**config.mk**
```make
export PLATFORM = sky130hd
export DESIGN_NAME = buck_supervisor
export DESIGN_NICKNAME = d
export VERILOG_FILES = /design/src/rtl/bsup_pkg.sv /design/src/rtl/bsup_qualifier.sv /design/src/rtl/bsup_sequencer.sv /design/src/rtl/bsup_discharge.sv /design/src/rtl/buck_supervisor.sv
export SDC_FILE = /design/constraint.sdc
export NUM_CORES = 1
export LEC_CHECK = 0
export ABC_CLOCK_PERIOD_IN_PS = 3400
export BUFFER_PORTS_ARGS = -buffer_cell sky130_fd_sc_hd__buf_4
export CELL_PAD_IN_SITES_DETAIL_PLACEMENT = 1
export CELL_PAD_IN_SITES_GLOBAL_PLACEMENT = 2
export CORE_ASPECT_RATIO = 1.2
export CORE_MARGIN = 2
export CORE_UTILIZATION = 33
export CTS_CLUSTER_SIZE = 12
export DETAILED_ROUTE_END_ITERATION = 10
export GPL_ROUTABILITY_DRIVEN = 1
export GPL_TIMING_DRIVEN = 1
export HOLD_SLACK_MARGIN = 0.02
export PLACE_DENSITY = 0.8
export SYNTH_ARGS = -nofsm -noshare
export SYNTH_HDL_FRONTEND = slang
export SYNTH_HIERARCHICAL = 1
export SYNTH_SLANG_ARGS = --single-unit
```
**constraint.sdc**
```tcl
create_clock -name clk -period 3.4 [get_ports clk]
set_input_delay 0 -clock clk [delete_from_list [all_inputs] [get_ports clk]]
set_output_delay 0 -clock clk [all_outputs]
set_load 0.02 [all_outputs]
```
**src/rtl/bsup_pkg.sv**
```systemverilog
package bsup_pkg;

  typedef enum logic [1:0] {
    ST_IDLE = 2'd0,
    ST_RAMP = 2'd1,
    ST_RUN  = 2'd2,
    ST_TRIP = 2'd3
  } seq_state_t;

  localparam int NSRC      = 5;
  localparam int SRC_UV    = 0;
  localparam int SRC_OV    = 1;
  localparam int SRC_OC    = 2;
  localparam int SRC_SHORT = 3;
  localparam int SRC_HOT   = 4;

  // integer percentage of a cycle count
  function automatic int unsigned pct_of(int unsigned v, int unsigned pct);
    return (v * pct) / 100;
  endfunction

  // a source trips on the qual-th consecutive cycle of its condition
  function automatic logic qual_hit(logic cond, logic run,
                                    int unsigned cnt, int unsigned qual);
    return run && cond && (cnt == qual - 1);
  endfunction

endpackage

```
**src/rtl/bsup_qualifier.sv**
```systemverilog
module bsup_qualifier
  import bsup_pkg::*;
#(
  parameter int unsigned QUAL = 2
) (
  input  logic clk,
  input  logic rst_n,
  input  logic run,
  input  logic cond,
  output logic trip
);

  localparam int unsigned CW = (QUAL < 2) ? 1 : $clog2(QUAL);

  logic [CW-1:0] run_cnt;

  assign trip = qual_hit(cond, run, 32'(run_cnt), QUAL);

  always_ff @(posedge clk) begin
    if (!rst_n)                   run_cnt <= '0;
    else if (run && cond && !trip) run_cnt <= run_cnt + 1'b1;
    else                          run_cnt <= '0;
  end

  generate
    if (QUAL >= 2) begin : g_chk
      // a qualified trip needs the condition in the previous cycle too
      a_r11_trip_after_run: assert property (@(posedge clk) disable iff (!rst_n)
        trip |-> $past(run && cond));
    end
  endgenerate

endmodule

```
**src/rtl/bsup_sequencer.sv**
```systemverilog
module bsup_sequencer
  import bsup_pkg::*;
#(
  parameter int unsigned ARM_CYCLES = 4000,
  parameter int unsigned CNT_W      = 12
) (
  input  logic             clk,
  input  logic             rst_n,
  input  logic             bias_ok,
  input  logic             en,
  input  logic             fb_sane,
  input  logic             fault_set,
  output seq_state_t       state,
  output logic [CNT_W-1:0] ramp_cnt
);

  logic go, stop;
  assign go   = bias_ok && en && fb_sane;
  assign stop = !bias_ok || !en;

  always_ff @(posedge clk) begin
    if (!rst_n) begin
      state    <= ST_IDLE;
      ramp_cnt <= '0;
    end else if (stop) begin
      state    <= ST_IDLE;
      ramp_cnt <= '0;
    end else begin
      unique case (state)
        ST_IDLE: if (go) begin
          state    <= ST_RAMP;
          ramp_cnt <= '0;
        end
        ST_RAMP: begin
          if (fault_set) state <= ST_TRIP;
          else begin
            ramp_cnt <= ramp_cnt + 1'b1;
            if (ramp_cnt == CNT_W'(ARM_CYCLES - 1)) state <= ST_RUN;
          end
        end
        ST_RUN:  if (fault_set) state <= ST_TRIP;
        default: state <= ST_TRIP;
      endcase
    end
  end

  // dropping enable returns to idle on the next edge
  a_r10_en_low_idle: assert property (@(posedge clk) disable iff (!rst_n)
    !en |=> state == ST_IDLE);

  // the armed state is only reached from the last ramp count
  a_r2_arm_after_ramp: assert property (@(posedge clk) disable iff (!rst_n)
    (state == ST_RUN) |-> ($past(state) == ST_RUN ||
                           $past(ramp_cnt) == CNT_W'(ARM_CYCLES - 1)));

endmodule

```
**src/rtl/bsup_discharge.sv**
```systemverilog
module bsup_discharge (
  input  logic clk,
  input  logic rst_n,
  input  logic entering,
  input  logic latched,
  input  logic fb_below_dis,
  input  logic fb_above_rel,
  output logic ls_on
);

  always_ff @(posedge clk) begin
    if (!rst_n)                         ls_on <= 1'b0;
    else if (entering)                  ls_on <= 1'b1;
    else if (!latched)                  ls_on <= 1'b0;
    else if (ls_on && fb_below_dis)     ls_on <= 1'b0;
    else if (!ls_on && fb_above_rel)    ls_on <= 1'b1;
  end

  // while latched, the low side comes back only above the resume level
  a_r8_rearm_hyst: assert property (@(posedge clk) disable iff (!rst_n)
    ($rose(ls_on) && $past(latched)) |-> $past(fb_above_rel));

endmodule

```
**src/rtl/buck_supervisor.sv**
```systemverilog
module buck_supervisor
  import bsup_pkg::*;
#(
  parameter int unsigned REG_CYCLES = 3200,
  parameter int unsigned ARM_CYCLES = 4000,
  parameter int unsigned SYNC_PCT   = 95,
  parameter int unsigned UV_QUAL    = 16,
  parameter int unsigned OV_QUAL    = 2,
  parameter int unsigned OC_QUAL    = 16
) (
  input  logic       clk,
  input  logic       rst_n,
  input  logic       bias_ok,
  input  logic       en,
  input  logic       fb_sane,
  input  logic       fb_low,
  input  logic       fb_high,
  input  logic       ilim_hit,
  input  logic       hs_short,
  input  logic       over_temp,
  input  logic       fb_below_dis,
  input  logic       fb_above_rel,
  input  logic       fb_in_window,
  output logic       switch_en,
  output logic       in_reg,
  output logic       sync_en,
  output logic       armed,
  output logic       fault_latched,
  output logic       ls_discharge,
  output logic       pgood,
  output logic [4:0] fault_cause
);

  localparam int unsigned SYNC_CYCLES = pct_of(REG_CYCLES, SYNC_PCT);
  localparam int unsigned CNT_W       = $clog2(ARM_CYCLES + 1);

  seq_state_t        state;
  logic [CNT_W-1:0]  ramp_cnt;
  logic              active, ramping;
  logic [NSRC-1:0]   src_cond, src_run, src_trip;
  logic              fault_set;

  assign active  = (state == ST_RAMP) || (state == ST_RUN);
  assign ramping = (state == ST_RAMP);

  assign src_cond = {over_temp, hs_short, ilim_hit, fb_high, fb_low};

  generate
    for (genvar i = 0; i < NSRC; i++) begin : g_src
      localparam int unsigned Q = (i == SRC_UV) ? UV_QUAL :
                                  (i == SRC_OV) ? OV_QUAL :
                                  (i == SRC_OC) ? OC_QUAL : 1;
      assign src_run[i] = (i == SRC_UV) ? (state == ST_RUN) : active;
      bsup_qualifier #(.QUAL(Q)) u_q (
        .clk   (clk),
        .rst_n (rst_n),
        .run   (src_run[i]),
        .cond  (src_cond[i]),
        .trip  (src_trip[i])
      );
    end
  endgenerate

  assign fault_set = (|src_trip) && bias_ok && en;

  bsup_sequencer #(.ARM_CYCLES(ARM_CYCLES), .CNT_W(CNT_W)) u_seq (
    .clk       (clk),
    .rst_n     (rst_n),
    .bias_ok   (bias_ok),
    .en        (en),
    .fb_sane   (fb_sane),
    .fault_set (fault_set),
    .state     (state),
    .ramp_cnt  (ramp_cnt)
  );

  bsup_discharge u_dis (
    .clk          (clk),
    .rst_n        (rst_n),
    .entering     (fault_set),
    .latched      (state == ST_TRIP),
    .fb_below_dis (fb_below_dis),
    .fb_above_rel (fb_above_rel),
    .ls_on        (ls_discharge)
  );

  always_ff @(posedge clk) begin
    if (!rst_n)                            fault_cause <= '0;
    else if (fault_set && fault_cause == '0) fault_cause <= src_trip;
  end

  assign switch_en     = active;
  assign armed         = (state == ST_RUN);
  assign fault_latched = (state == ST_TRIP);
  assign in_reg        = armed || (ramping && ramp_cnt >= CNT_W'(REG_CYCLES));
  assign sync_en       = armed || (ramping && ramp_cnt >= CNT_W'(SYNC_CYCLES));
  assign pgood         = armed && fb_in_window;

  // a latch event always leaves a recorded cause behind
  a_r12_cause_on_latch: assert property (@(posedge clk) disable iff (!rst_n)
    $rose(fault_latched) |-> fault_cause != '0);

  // latching only happens from a switching state
  a_r13_latch_from_active: assert property (@(posedge clk) disable iff (!rst_n)
    $rose(fault_latched) |-> $past(switch_en));

endmodule

```
# == Yosys cells after proc, flatten, opt, wreduce, memory -nomap -nowiden ==
# Cells that the tools add are included.
# totals
reg_bits,31
inputBits,13
out_inout_bits,12
wordCells,92
# classes
n_addsub,6
order_cmp,2
eq_ne,11
muxes,12
bitwise,3
n_reduce_logical,49
# ops
cell,n
$logic_and 1x1->1,25
$ge 12x12->1 const B,2
$mux 12,2
$pmux 12 s2,1
$add 12x1->12 const B,1
$eq 12x12->1 const B,1
$reduce_and 2->1,5
$add 4x1->4 const B,2
$eq 4x4->1 const B,2
$logic_not 1->1,8
$mux 2,4
$pmux 2 s3,1
$reduce_and 3->1,2
$logic_not 5->1,1
$reduce_or 5->1,1
$eq 2x2->1 const B,2
$logic_or 1x1->1,4
$mux 1,4
$ne 2x1->1 const B,2
$ne 4x4->1 const B,1
$add 1x1->1 const B,3
$ne 3x1->1 const B,1
$not 1->1,3
$eq 2x1->1 const B,1
4 further kinds,4

# == Longest topological paths before layout ==
# depth
ltp_word,9
mapped_depth,12
mapped_depth_nobuf,11

# == Hierarchy ==
# The synthesis kept the hierarchy.
# modules_own_cells
module,instances,cells_each,area_each_um2,seq_area_each_um2
bsup_sequencer,1,84,748.2,280.3
bsup_qualifier (g_src[0].u_q ...),2,17,161.4,80.1
buck_supervisor,1,40,316.6,100.1
bsup_qualifier (g_src[3].u_q ...),2,3,32.5,20.0
bsup_discharge,1,6,46.3,20.0
bsup_qualifier (g_src[1].u_q),1,3,37.5,20.0

# == Worst setup path after synthesis ==
# OpenSTA, ideal clock, no wires.
# synth_path
kind,reg-to-reg
start,register u_seq.state[0]
end,register u_seq.ramp_cnt[8]
setup_time_ns,0.059
t_arrival_ns,2.570
t_required_ns,3.341
slack_ns,0.771
path_stages_with_launch,12
path_buffers,1
period_less_slack_ns,2.629
cell_sequence,dfxtp_1 -> inv_1 -> ha_1 -> inv_1 -> and3b_1 -> nor3_1 -> a21oi_1 -> nand2b_1 -> buf_6 -> a211o_1 -> or4_1 -> nand2_1
# synth_between
elab_chain_len,9
word_cells_on_any_way,22
classes_between,eq/ne (4); mux (1); reduce/logical (17)
# synth_lines
element,line_no,rtl
from (decl),bsup_sequencer.sv:13,"output seq_state_t state,"
from (signal assigned),bsup_sequencer.sv:23,state <= ST_IDLE;
from (signal assigned),bsup_sequencer.sv:26,state <= ST_IDLE;
from (signal assigned),bsup_sequencer.sv:31,state <= ST_RAMP;
$eq 2x1->1 / $eq 2x2->1 (equally long branches),buck_supervisor.sv:43,assign active = (state == ST_RAMP) || (state == ST_RUN);
$logic_or 1x1->1 (*),buck_supervisor.sv:43,
via switch_en,buck_supervisor.sv:24,"output logic switch_en,"
$logic_and 1x1->1 (*) (2 in a row),bsup_pkg.sv:25,return run && cond && (cnt == qual - 1);
via src_trip[4],buck_supervisor.sv:40,"logic [NSRC-1:0] src_cond, src_run, src_trip;"
$reduce_or 5->1 (*),buck_supervisor.sv:64,assign fault_set = (|src_trip) && bias_ok && en;
$logic_and 1x1->1 (*) (2 in a row),buck_supervisor.sv:64,
via fault_set,buck_supervisor.sv:41,logic fault_set;
$ne 2x2->1 (no source line) (*),n/a,
$reduce_and 3->1 (no source line) (*),n/a,
to (signal assigned),bsup_sequencer.sv:37,ramp_cnt <= ramp_cnt + 1'b1;
to (decl),bsup_sequencer.sv:14,output logic [CNT_W-1:0] ramp_cnt
# The timed path passes the listed nets; every way through them passes the cells marked *.
# A chain may end at the register's enable or synchronous reset.

# == Worst setup path after layout ==
# layout_path
start,register u_seq.state[0]
end,register u_seq.ramp_cnt[10]
# layout_between
elab_chain_len,9
word_cells_on_any_way,22
classes_between,eq/ne (4); mux (1); reduce/logical (17)
# layout_lines
element,line_no
$eq 2x1->1 / $eq 2x2->1 (equally long branches),buck_supervisor.sv:43
$logic_or 1x1->1 (*),buck_supervisor.sv:43
$logic_and 1x1->1 (*) (2 in a row),bsup_pkg.sv:25
via src_trip[4],buck_supervisor.sv:40
$reduce_or 5->1 (*),buck_supervisor.sv:64
$logic_and 1x1->1 (*) (2 in a row),buck_supervisor.sv:64
via fault_set,buck_supervisor.sv:41
$ne 2x2->1 (no source line) (*),n/a
$reduce_and 3->1 (no source line) (*),n/a
# Marked as above.

==> run metrics <==
status finished, final reports clean; IO Pins 25; CTS tree yes; Reg area 621 um2; Psw 0.000151 W; Seq cells post-synth 31; total core area 4530 um2; Initial Util 33.9%; Seq/Total Area, Yosys 40.4%; die height 78.7 um; CTS resizes 0; Clock Tree Buf Depth 2; gpl congestion 0.786; critical path, cell by cell inv_1 -> ha_1 -> inv_1 -> and3b_1 -> nor3_1 -> a21oi_1 -> nand2b_1 -> a211o_1 -> or4_1 -> nand2_1; MaxCap Viol Count 0; slowest CP cell dfxtp_1; Mapped Area 1540 um2; Die W 66.3 um; IO Port Bufs 24; Antenna Cells 0; largest net degree at the start of global routing 19; drt pass-1 iters 4; Comb power frac 5.4%; GRT Overall Usage 15.7%; most used cell along the critical path inv_1; Mapped Avg Cell Area 8.88 um2; DRT iter0 DRCs 36; ys flop type dfxtp_1; root buffer cell clkbuf_8; CP delay by family, top simple AND/OR/NAND/NOR gates; pwr/cell area 380 nW/um2; DRC viols 0; CTS buffer count 5; Reg power frac 50.9%; syn_nets 192; Setup WS pre-CTS 0.485 ns; minimum clock period 2.91 ns; async set-reset flop share out of synthesis 0%; area of the multi-input gates 866 um2; final period utilization 85.5%; Critical Path Sink Type register; drt via density 5.00; worst-skew pair later-pin latency 0.28 ns; Worst Hold Class input port to register; Hold WS 0.0339 ns; skew final 0.00529 ns; Setup Fix Bufs, Post-CTS 0; Post-Synthesis Cells 173; initial antenna violation count 0; final hold vios 0; Rows 27; crit path DAT 3.12 ns; Critical Path RT 3.62 ns; Synth Warn # 6; most frequent cells in the layout 31 x dfxtp_1, 24 x buf_4, 23 x nor2_1; layout cells sized above 1 22.1%; clock slew at reported path FFs 0.06 ns; Routed WL 3620 um; worst path buffer plus inverter count 2; CTS H-Tree Depth 2; HPWL Detailed 2840 um; Achievable Freq 344 MHz; global-route wire length before repair 6370 um; commonest non-fill, non-tap cell in the layout dfxtp_1; Leak 0.710 nW; final global-route overflow total 0; clock sink count 31; Clk pwr share 43.7%; fillers 563; Crit Path Max Fanout 10; Nets 222; Final ANT Viol Nets 0; vias in the first global route 1,398; DR WL/cell 13.8 um; RSZ-0062 raised after global routing false; critical path class register to register; VDD IR max 0.000222 V; Distinct cells, synth 44; die area 5220 um2; Vias 1,310; Setup crit start kind register; endpoints failing setup 0; P&R area growth vs syn 23.4%; setup TNS 0 ns; Slew Limit Fails 0; Post-synth EDFFs 0; Switching Share 21.0%; Crit path largest cell delay 0.49 ns; final worst slack 0.493 ns; internal power 0.000568 W
[sequential cells by signal, indices dropped and copies added (netlist names)]
signal / count
g_src.u_q/run_cnt: 11
u_dis/ls_on: 1
fault_cause: 5
u_seq/state: 2
u_seq/ramp_cnt: 12
[repair_timing]
| item | in CTS | in global routing |
|---|---|---|
| hold buffers | 3 | 0 |
| endpoints found under the setup margin | 0 | 0 |
| endpoints found under the hold margin | 3 | 0 |
[power by group through the flow]
stage | clock network (W) | logic (W) | registers [W]
floorplan | 0 | 0.0000176 | 0.000375
global placement | 0 | 0.0000354 | 0.000375
detailed placement | 0 | 0.0000360 | 0.000375
CTS | 0.000329 | 0.0000389 | 0.000367
global route | 0.000344 | 0.0000424 | 0.000367
finish | 0.000315 | 0.0000385 | 0.000367
[routing by layer]
metal / vias up / global-route usage, % / routed length (um)
met3: 2 / 3.97 / 137
met4: 0 / 3.67 / 13
met5: - / 0 / 0
li1: 669 / - / -
met1: 615 / 17.2 / 1500
met2: 24 / 29.6 / 1970
[area by class of cell]
class                           instances  area share [%]
Clock buffer                            8            5.28
Multi-Input combinational cell        131            45.7
Timing Repair Buffer                   27            11.1
Inverter                                7            1.39
Tap cell                               58            3.83
Sequential cell                        31            32.7
[metrics by stage]
stage               util, %  power (W)  cells  area [um2]
finish                 41.9   0.000720    262        1900
global route           41.9   0.000753    262        1900
CTS                    41.9   0.000734    262        1900
detailed placement     39.0   0.000411    251        1770
global placement       39.0   0.000410    251        1770
floorplan                 -   0.000392    173        1540
[kinds of logic after synthesis]
| kind of cell | synth area share (%) |
|---|---|
| buffers and inverters | 3.26 |
| other | 0.489 |
| DFF | 40.4 |
| muxes | 0.651 |
| adders and majority gates | 4.89 |
| AOI/OAI and AO/OA | 15.6 |
| and+or+nand+nor | 29.1 |
| xor gates and xnor gates | 5.70 |
[worst paths after layout]
check,from,to,slack (ns),cells after the start
max,u_seq/state[0],u_seq/ramp_cnt[10],0.49,10
min,ilim_hit,g_src[2].u_q/run_cnt[2],0.03,3
max reg2reg,u_seq/state[0],u_seq/ramp_cnt[10],0.49,10
min reg2reg,g_src[2].u_q/run_cnt[0],g_src[2].u_q/run_cnt[0],0.45,1
[cell usage after synthesis (2+ instances only)]
| library cell | count | area share, % |
|---|---|---|
| a2111oi_2 | 3 | 2.9 |
| a211oi_1 | 4 | 2.0 |
| a21o_1 | 2 | 0.98 |
| a21oi_1 | 9 | 2.9 |
| and3b_1 | 2 | 1.1 |
| conb_1 | 2 | 0.49 |
| dfxtp_1 | 31 | 40 |
| ha_1 | 6 | 4.9 |
| inv_1 | 7 | 1.7 |
| nand2_1 | 22 | 5.4 |
| nand2b_1 | 2 | 0.81 |
| nand3_1 | 6 | 2.0 |
| nand4_1 | 4 | 1.6 |
| nor2_1 | 23 | 5.6 |
| nor3_1 | 2 | 0.65 |
| nor3b_2 | 2 | 1.6 |
| o211ai_1 | 2 | 0.98 |
| o21ai_2 | 5 | 2.9 |
| or3_1 | 3 | 1.2 |
| or4_1 | 4 | 2.0 |
| xnor2_1 | 8 | 4.6 |
| xor2_1 | 2 | 1.1 |
[worst reg2reg max path, cell delays in order, from the launching register on]
cell and delay, ns:
dfxtp_1 0.49, inv_1 0.08, ha_1 0.28, inv_1 0.09, and3b_1 0.21, nor3_1 0.18
a21oi_1 0.18, nand2b_1 0.36, a211o_1 0.41, or4_1 0.48, nand2_1 0.08
No activity file was read; power rests on OpenSTA's default activity.
